--- src/rtl/pifo_pkg.sv ---
package pifo_pkg;
  // Strobes from control to datapath: one accepted transfer per direction
  typedef struct packed {
    logic push;
    logic pop;
  } pifo_strobe_t;
endpackage

--- src/rtl/pifo_ctrl.sv ---
module pifo_ctrl
  import pifo_pkg::*;
#(
  parameter int DEPTH = 16,
  localparam int CNT_W = $clog2(DEPTH + 1)
) (
  input  logic             clk,
  input  logic             rst_n,
  input  logic             pushValid,
  input  logic             popReady,
  output logic             pushReady,
  output logic             popValid,
  output logic [CNT_W-1:0] count,
  output pifo_strobe_t     strobe
);
  localparam logic [CNT_W-1:0] FULL_CNT = CNT_W'(DEPTH);

  logic [CNT_W-1:0] occ;

  assign pushReady = (occ != FULL_CNT);
  assign popValid  = (occ != '0);
  assign strobe.push = pushValid && pushReady;
  assign strobe.pop  = popValid && popReady;
  assign count = occ;

  always_ff @(posedge clk) begin
    if (!rst_n) begin
      occ <= '0;
    end else begin
      case ({strobe.push, strobe.pop})
        2'b10:   occ <= occ + 1'b1;
        2'b01:   occ <= occ - 1'b1;
        default: occ <= occ;
      endcase
    end
  end
endmodule

--- src/rtl/pifo_store.sv ---
module pifo_store
  import pifo_pkg::*;
#(
  parameter int DEPTH  = 16,
  parameter int KEY_W  = 16,
  parameter int DATA_W = 8
) (
  input  logic              clk,
  input  logic              rst_n,
  input  pifo_strobe_t      strobe,
  input  logic [KEY_W-1:0]  inKey,
  input  logic [DATA_W-1:0] inData,
  output logic [KEY_W-1:0]  headKey,
  output logic [DATA_W-1:0] headData
);
  logic [KEY_W-1:0]  slotKey  [DEPTH];
  logic [DATA_W-1:0] slotData [DEPTH];
  logic [DEPTH-1:0]  slotVld;

  // Contents as seen after an accepted pop has removed the head
  logic [KEY_W-1:0]  viewKey  [DEPTH];
  logic [DATA_W-1:0] viewData [DEPTH];
  logic [DEPTH-1:0]  viewVld;
  // behind[i]: the arrival sorts behind view slot i (key smaller or equal)
  logic [DEPTH-1:0]  behind;
  logic [DEPTH-1:0]  prevBehind;

  genvar i;
  generate
    for (i = 0; i < DEPTH; i++) begin : g_slot
      if (i < DEPTH - 1) begin : g_mid
        assign viewKey[i]  = strobe.pop ? slotKey[i+1]  : slotKey[i];
        assign viewData[i] = strobe.pop ? slotData[i+1] : slotData[i];
        assign viewVld[i]  = strobe.pop ? slotVld[i+1]  : slotVld[i];
      end else begin : g_last
        assign viewKey[i]  = strobe.pop ? '0   : slotKey[i];
        assign viewData[i] = strobe.pop ? '0   : slotData[i];
        assign viewVld[i]  = strobe.pop ? 1'b0 : slotVld[i];
      end

      assign behind[i] = viewVld[i] && (viewKey[i] <= inKey);

      if (i == 0) begin : g_head
        assign prevBehind[i] = 1'b1;
        always_ff @(posedge clk) begin
          if (!rst_n) begin
            slotKey[i]  <= '0;
            slotData[i] <= '0;
            slotVld[i]  <= 1'b0;
          end else if (strobe.push && !behind[i]) begin
            slotKey[i]  <= inKey;
            slotData[i] <= inData;
            slotVld[i]  <= 1'b1;
          end else begin
            slotKey[i]  <= viewKey[i];
            slotData[i] <= viewData[i];
            slotVld[i]  <= viewVld[i];
          end
        end
      end else begin : g_body
        assign prevBehind[i] = behind[i-1];
        always_ff @(posedge clk) begin
          if (!rst_n) begin
            slotKey[i]  <= '0;
            slotData[i] <= '0;
            slotVld[i]  <= 1'b0;
          end else if (strobe.push && !behind[i] && prevBehind[i]) begin
            slotKey[i]  <= inKey;
            slotData[i] <= inData;
            slotVld[i]  <= 1'b1;
          end else if (strobe.push && !behind[i]) begin
            slotKey[i]  <= viewKey[i-1];
            slotData[i] <= viewData[i-1];
            slotVld[i]  <= viewVld[i-1];
          end else begin
            slotKey[i]  <= viewKey[i];
            slotData[i] <= viewData[i];
            slotVld[i]  <= viewVld[i];
          end
        end
      end
    end
  endgenerate

  assign headKey  = slotKey[0];
  assign headData = slotData[0];
endmodule

--- src/rtl/pifo_queue.sv ---
module pifo_queue
  import pifo_pkg::*;
#(
  parameter int DEPTH  = 16,
  parameter int KEY_W  = 16,
  parameter int DATA_W = 8,
  localparam int CNT_W = $clog2(DEPTH + 1)
) (
  input  logic              clk,
  input  logic              rst_n,
  input  logic              pushValid,
  output logic              pushReady,
  input  logic [KEY_W-1:0]  pushKey,
  input  logic [DATA_W-1:0] pushData,
  output logic              popValid,
  input  logic              popReady,
  output logic [KEY_W-1:0]  popKey,
  output logic [DATA_W-1:0] popData,
  output logic [CNT_W-1:0]  count
);
  pifo_strobe_t strobe;

  pifo_ctrl #(.DEPTH(DEPTH)) ctrl (
    .clk(clk), .rst_n(rst_n), .pushValid(pushValid), .popReady(popReady),
    .pushReady(pushReady), .popValid(popValid), .count(count), .strobe(strobe)
  );

  pifo_store #(.DEPTH(DEPTH), .KEY_W(KEY_W), .DATA_W(DATA_W)) store (
    .clk(clk), .rst_n(rst_n), .strobe(strobe), .inKey(pushKey),
    .inData(pushData), .headKey(popKey), .headData(popData)
  );
endmodule

--- config.mk ---
export PLATFORM = sky130hd
export DESIGN_NAME = pifo_queue
export DESIGN_NICKNAME = d
export VERILOG_FILES = /design/src/rtl/pifo_pkg.sv /design/src/rtl/pifo_ctrl.sv /design/src/rtl/pifo_store.sv /design/src/rtl/pifo_queue.sv
export SDC_FILE = /design/constraint.sdc
export NUM_CORES = 1
export LEC_CHECK = 0
export ABC_AREA = 0
export CORE_ASPECT_RATIO = 1.75
export CORE_UTILIZATION = 45
export CTS_BUF_LIST = sky130_fd_sc_hd__clkbuf_8
export DETAILED_ROUTE_END_ITERATION = 6
export PLACE_DENSITY = 0.62
export SYNTH_ARGS = -nofsm -noshare
export SYNTH_HDL_FRONTEND = slang
export SYNTH_HIERARCHICAL = 1
export SYNTH_SLANG_ARGS = --single-unit
--- constraint.sdc ---
create_clock -name clk -period 8.5 [get_ports clk]
set_clock_uncertainty 0.2 [all_clocks]
set_input_delay 2.55 -clock clk [delete_from_list [all_inputs] [get_ports clk]]
set_output_delay 2.55 -clock clk [all_outputs]
set_load 0.05 [all_outputs]
* After elaboration in Yosys (flattened, before gate mapping)
Memory sizes are Yosys's and may differ from the RTL's.
Cells that the tools add are included.
W data, S select, Z words.
** Storage, ports and cells
- Flip-flop bits (word level) :: 21
- Latch bits :: 0
- RAM bits :: 384
- ROM bits :: 0
- Output and inout bits :: 31
- Memories kept :: 2
** Memories
- store.slotKey :: words 16, bits a word 16, rd ports 16, clocked after Yosys merged registers in 0, write ports 16, RTL line pifo_store.sv:16 : logic [KEY_W-1:0] slotKey [DEPTH];
- store.slotData :: words 16, bits a word 8, rd ports 16, clocked after Yosys merged registers in 0, write ports 16, RTL line pifo_store.sv:17 : logic [DATA_W-1:0] slotData [DEPTH];
** Cells by class
- $add $sub $neg :: 2
- $mul :: 0
- Div/mod/pow operators :: 0
- Order comparisons :: 16
- Equal/unequal tests :: 3
- Shift operators :: 0
- Multiplexer cells :: 346
- Bitwise logic cells :: 94
- Reductions and logical operators :: 67
** Operators with widths (number)
- $mux W16 :: 63
- $mux W8 :: 63
- $le A16 B16 Y1 :: 16
- $mux W1 :: 219
- $or A1 B1 Y1 :: 94
- $logic_and A1 B1 Y1 :: 49
- $logic_not A1 Y1 :: 16
- $pmux W5 S2 :: 1
- $add A5 B1 Y5 const B :: 1
- $ne A5 B5 Y1 const B :: 1
- $reduce_bool A5 Y1 :: 1
- $sub A5 B1 Y5 const B :: 1
- $eq A2 B1 Y1 const B :: 1
- $eq A2 B2 Y1 const B :: 1
- $reduce_bool A2 Y1 :: 1

* Logic depth before layout (Yosys ltp)
- Depth in word-level cells :: 14
- Gate-level depth with buffers :: 21
- Gate-level depth less buffers :: 13

* Modules after synthesis
Netlist, hierarchy kept.
** Modules (own cells, without submodules)
- pifo_store :: instances 1, cells an instance 3052, area an instance 30458.0 µm²
- pifo_ctrl :: instances 1, cells an instance 46, area an instance 365.4 µm²

* Least setup slack after synthesis
Ideal clock, no wire load.
- Kind :: input -> register
- From :: in popReady
- To :: mem store.slotData[15][0] (netlist: store/slotData[1][56]), enable pin
- Setup time :: 286 ps
- Arrival :: 6408 ps
- Data required time :: 8014 ps
- Path slack :: 1606 ps
- Stages on the path :: 18
- Buffers on the path :: 8
- Cells stage by stage :: and2_1 > buf_6 > buf_6 > buf_2 > buf_2 > clkbuf_1 > buf_2 > clkbuf_1 > nor2b_1 > ha_1 > nor2b_1 > o211ai_1 > a21oi_1 > o21ai_0 > a21oi_1 > a2111oi_2 > clkbuf_1 > inv_1
** RTL lines
- from (decl) :: RTL line pifo_queue.sv:16 : input logic popReady,
- to (decl) :: RTL line pifo_store.sv:17

==> results.json <==
{
  "run_status": "finished clean",
  "synth-adder-area-share_pct": 10.6,
  "vdd_drop_max_uv": 166,
  "port_buffers": 58,
  "post_cts_buffers": 0,
  "htreeDepth": 3,
  "synth.distinct_cells": 77,
  "cts.sinks": 405,
  "row_count": 126,
  "maxCapViolations": 0,
  "grt_pass1_wl_um": 140000,
  "met1_length_um": 33900,
  "slew_headroom_pct": 21.8,
  "syn_avg_cell_area_um2": 9.95,
  "clkPwrFrac_pct": 15.2,
  "endpoint_kind": "flip-flop",
  "synth_flop_cell": "edfxtp_1",
  "nFillCells": 6297,
  "p_leak_uw": 0.0147,
  "reg2reg_setup_slack_ns": 3.34,
  "netlist_area_um2": 30800,
  "setup_viol": 0,
  "p_seq_share_pct": 27.8,
  "p_sw_uw": 4840,
  "max_freq_mhz": 146,
  "die_h_um": 348,
  "clock_latency_ns": 0.69,
  "finalWorstSetupSlack_ns": 1.64,
  "swShare_pct": 43.0,
  "ys_seq_elements": 405,
  "via_per_inst": 5.67,
  "wl_um": 90800,
  "multi_input_area_um2": 18700,
  "clk_pin_slew_ns": 0.06,
  "rsz0062_at_grt": "no",
  "cts_hold_buf": 0,
  "path_class": "in2reg",
  "grt_pass1_vias": 25000,
  "nets": 3759,
  "ys_warn_count": 6,
  "power-per-cell-area_nw_per_um2": 320,
  "synth-compound-area-share_pct": 18.4,
  "io_pins": 59,
  "critPathArrivalTime_ns": 7.06,
  "place.gp.congestion": 0.920,
  "wl_met3_um": 3740,
  "regArea_um2": 12000,
  "first_pass_iters": 5,
  "synth_edf_count": 384,
  "cts_resized": 0,
  "critPathRequiredTime_ns": 8.70,
  "rr_worst_depth": 15,
  "antenna_found_initial": 1,
  "synth-xor-area-share_pct": 0.0568,
  "vias": 25100,
  "synthMuxAreaShare_pct": 16.4,
  "power.total_uw": 11300,
  "internal_power_uw": 6420,
  "core_area_um2": 67600,
  "dr.first_iter.drc_count": 1510,
  "die_x_um": 200,
  "root_buffer": "clkbuf_8",
  "layout_min_cycle_time_ns": 6.86,
  "r2r_end": "store/slotKey[0][74]$_DFFE_PP_",
  "fin_crit_sh_pct": 80.7,
  "pre_cts_slack_ns": 1.09,
  "synthArstFlopShare_pct": 0,
  "grt_max_degree": 58,
  "seq_area_frac_synth_pct": 38.8,
  "worstMarginPinSlew_ns": 1.14,
  "hp-class": "reg2reg",
  "crit_path_end": "store/slotKey[0][74]$_DFFE_PP_",
  "gr-usage-all-layers_pct": 26.3,
  "crit_fanout": 33,
  "start_util_pct": 45.6,
  "syn2layout_area_growth_pct": 14.1,
  "drv_slew": 0,
  "whs_path_depth": 2,
  "layout-drive-gt1-share_pct": 14.0,
  "route.detailed.wl_per_inst_um": 20.5,
  "synthSimpleGateAreaFrac_pct": 10.1,
  "r2r_start": "ctrl/count[1]$_SDFFE_PN0P_",
  "drc_errors": 0,
  "top_layer_used": "met4",
  "crit_start": "popReady",
  "start_kind": "input pin",
  "synth_top_family_by_area": "compound AO/OA/AOI/OAI gates",
  "clockBufferDepth": 3,
  "grt-ovfl-total": 0,
  "dieArea_um2": 69600,
  "cts_buffers": 69,
  "combPwrFrac_pct": 57.0,
  "hpwl_um": 70600,
  "cts_tree": "done",
  "dr_wl_met2_um": 47900,
  "syn_inst": 3098,
  "hold_viol": 0,
  "setup-tns-final_ns": 0,
  "ant_nets": 0
}
power groups by stage:
stage	Clock (uW)	Sequential (uW)	Combinational [uW]
2_1_floorplan	0	3070	4830
3_3_place_gp	0	3150	6320
3_5_place_dp	0	3170	6370
4_1_cts	1770	3120	6400
5_1_grt	1840	3180	7050
6_report	1710	3130	6420
sequential cells by signal, indices dropped and copies added, names as in the netlist:
signal / flops
ctrl/count: 5
store/slotData: 128
store/slotKey: 256
store/slotVld: 16
placed cells by master (no fill, tap or decap), types with 12 or more instances in the layout:
master / n
nor2_1: 245
a22oi_1: 43
o21ai_0: 123
o21a_1: 15
nand3b_1: 18
buf_4: 94
ha_1: 260
a211oi_1: 16
nand4_1: 54
conb_1: 376
o211ai_1: 12
mux2_2: 246
a32oi_1: 16
nand3_1: 35
o32ai_1: 24
a221oi_1: 79
a21o_1: 14
clkinv_1: 15
o22ai_1: 152
nor3_1: 19
edfxtp_1: 384
o22ai_2: 20
nand2b_1: 17
inv_1: 206
o2bb2ai_1: 17
clkdlybuf4s50_1: 57
dfxtp_1: 21
nor2b_1: 29
nand2_1: 212
clkbuf_8: 75
a21oi_1: 262
mux2i_1: 221
through the flow:
step,std cells,hold slack [ns],area [um2],util (%)
6_report,4421,0.296,35200,52.0
5_1_grt,4421,0.338,35200,52.0
4_1_cts,4420,0.303,35200,52.0
3_5_place_dp,4295,0.294,33900,50.1
3_3_place_gp,4295,0.293,33900,50.1
2_1_floorplan,3473,0.337,32200,-
metal layers:
layer	GRT usage, %	vias to the layer above
li1	-	12200
met1	28.1	12000
met2	48.5	662
met3	3.05	241
met4	16.0	0
met5	0	-
Yosys cell counts (all sizes together), types with 24 or more instances:
| master | instances | area share (%) |
|---|---|---|
| nor2 | 246 | 3.0 |
| inv | 179 | 2.2 |
| o21ai | 132 | 2.2 |
| a221oi | 79 | 2.2 |
| nand2 | 212 | 2.6 |
| o32ai | 24 | 0.68 |
| buf | 103 | 1.9 |
| nand4 | 54 | 1.1 |
| a21oi | 266 | 4.3 |
| edfxtp | 384 | 37 |
| mux2i | 221 | 7.2 |
| o22ai | 172 | 3.9 |
| ha | 260 | 11 |
| nand3 | 35 | 0.57 |
| clkbuf | 131 | 1.6 |
| nor2b | 29 | 0.59 |
| mux2 | 252 | 9.2 |
| a22oi | 43 | 1.0 |
kinds of logic (layout without fill, tap and decap cells):
kind of cell / Yosys count / count (layout)
xor gates and xnor gates: 2 / 2
DFF: 405 / 405
buffers and inverters: 414 / 465
AOI/OAI and AO/OA: 860 / 860
muxes: 473 / 473
and+or+nand+nor: 682 / 682
other: 1 / 377
adders and majority gates: 261 / 261
area by class of cell:
class / count / area share [%]
Antenna cell: 1 / 0.00711
Clock inverter: 50 / 0.676
Clock buffer: 75 / 2.93
Inverter: 180 / 1.92
Timing Repair Buffer: 160 / 4.10
Multi-Input combinational cell: 2654 / 53.2
Sequential cell: 405 / 34.0
Tap cell: 896 / 3.19
worst max-delay path, cell delays in order:
cell,delay [ns]
clkdlybuf4s50_1,0.46
and2_4,0.29
buf_12,0.23
buf_12,0.24
mux2_2,0.40
ha_1,0.29
nor2b_1,0.13
o211ai_1,0.44
a211oi_1,0.22
o41ai_4,0.84
nor3b_2,0.08
buf_4,0.27
a221oi_1,0.44
nor2_1,0.11
worst min-delay path by stage:
stage	startpoint	to	slack, ns
2_1_floorplan	store/slotKey[1][113]$_DFFE_PP_	store/slotKey[1][113]$_DFFE_PP_	0.34
3_3_place_gp	ctrl/count[4]$_SDFFE_PN0P_	ctrl/count[4]$_SDFFE_PN0P_	0.29
3_5_place_dp	ctrl/count[4]$_SDFFE_PN0P_	ctrl/count[4]$_SDFFE_PN0P_	0.29
4_1_cts	ctrl/count[4]$_SDFFE_PN0P_	ctrl/count[4]$_SDFFE_PN0P_	0.30
5_1_grt	ctrl/count[4]$_SDFFE_PN0P_	ctrl/count[4]$_SDFFE_PN0P_	0.34
6_report	ctrl/count[4]$_SDFFE_PN0P_	ctrl/count[4]$_SDFFE_PN0P_	0.30
(Power assumes the default switching activity.)
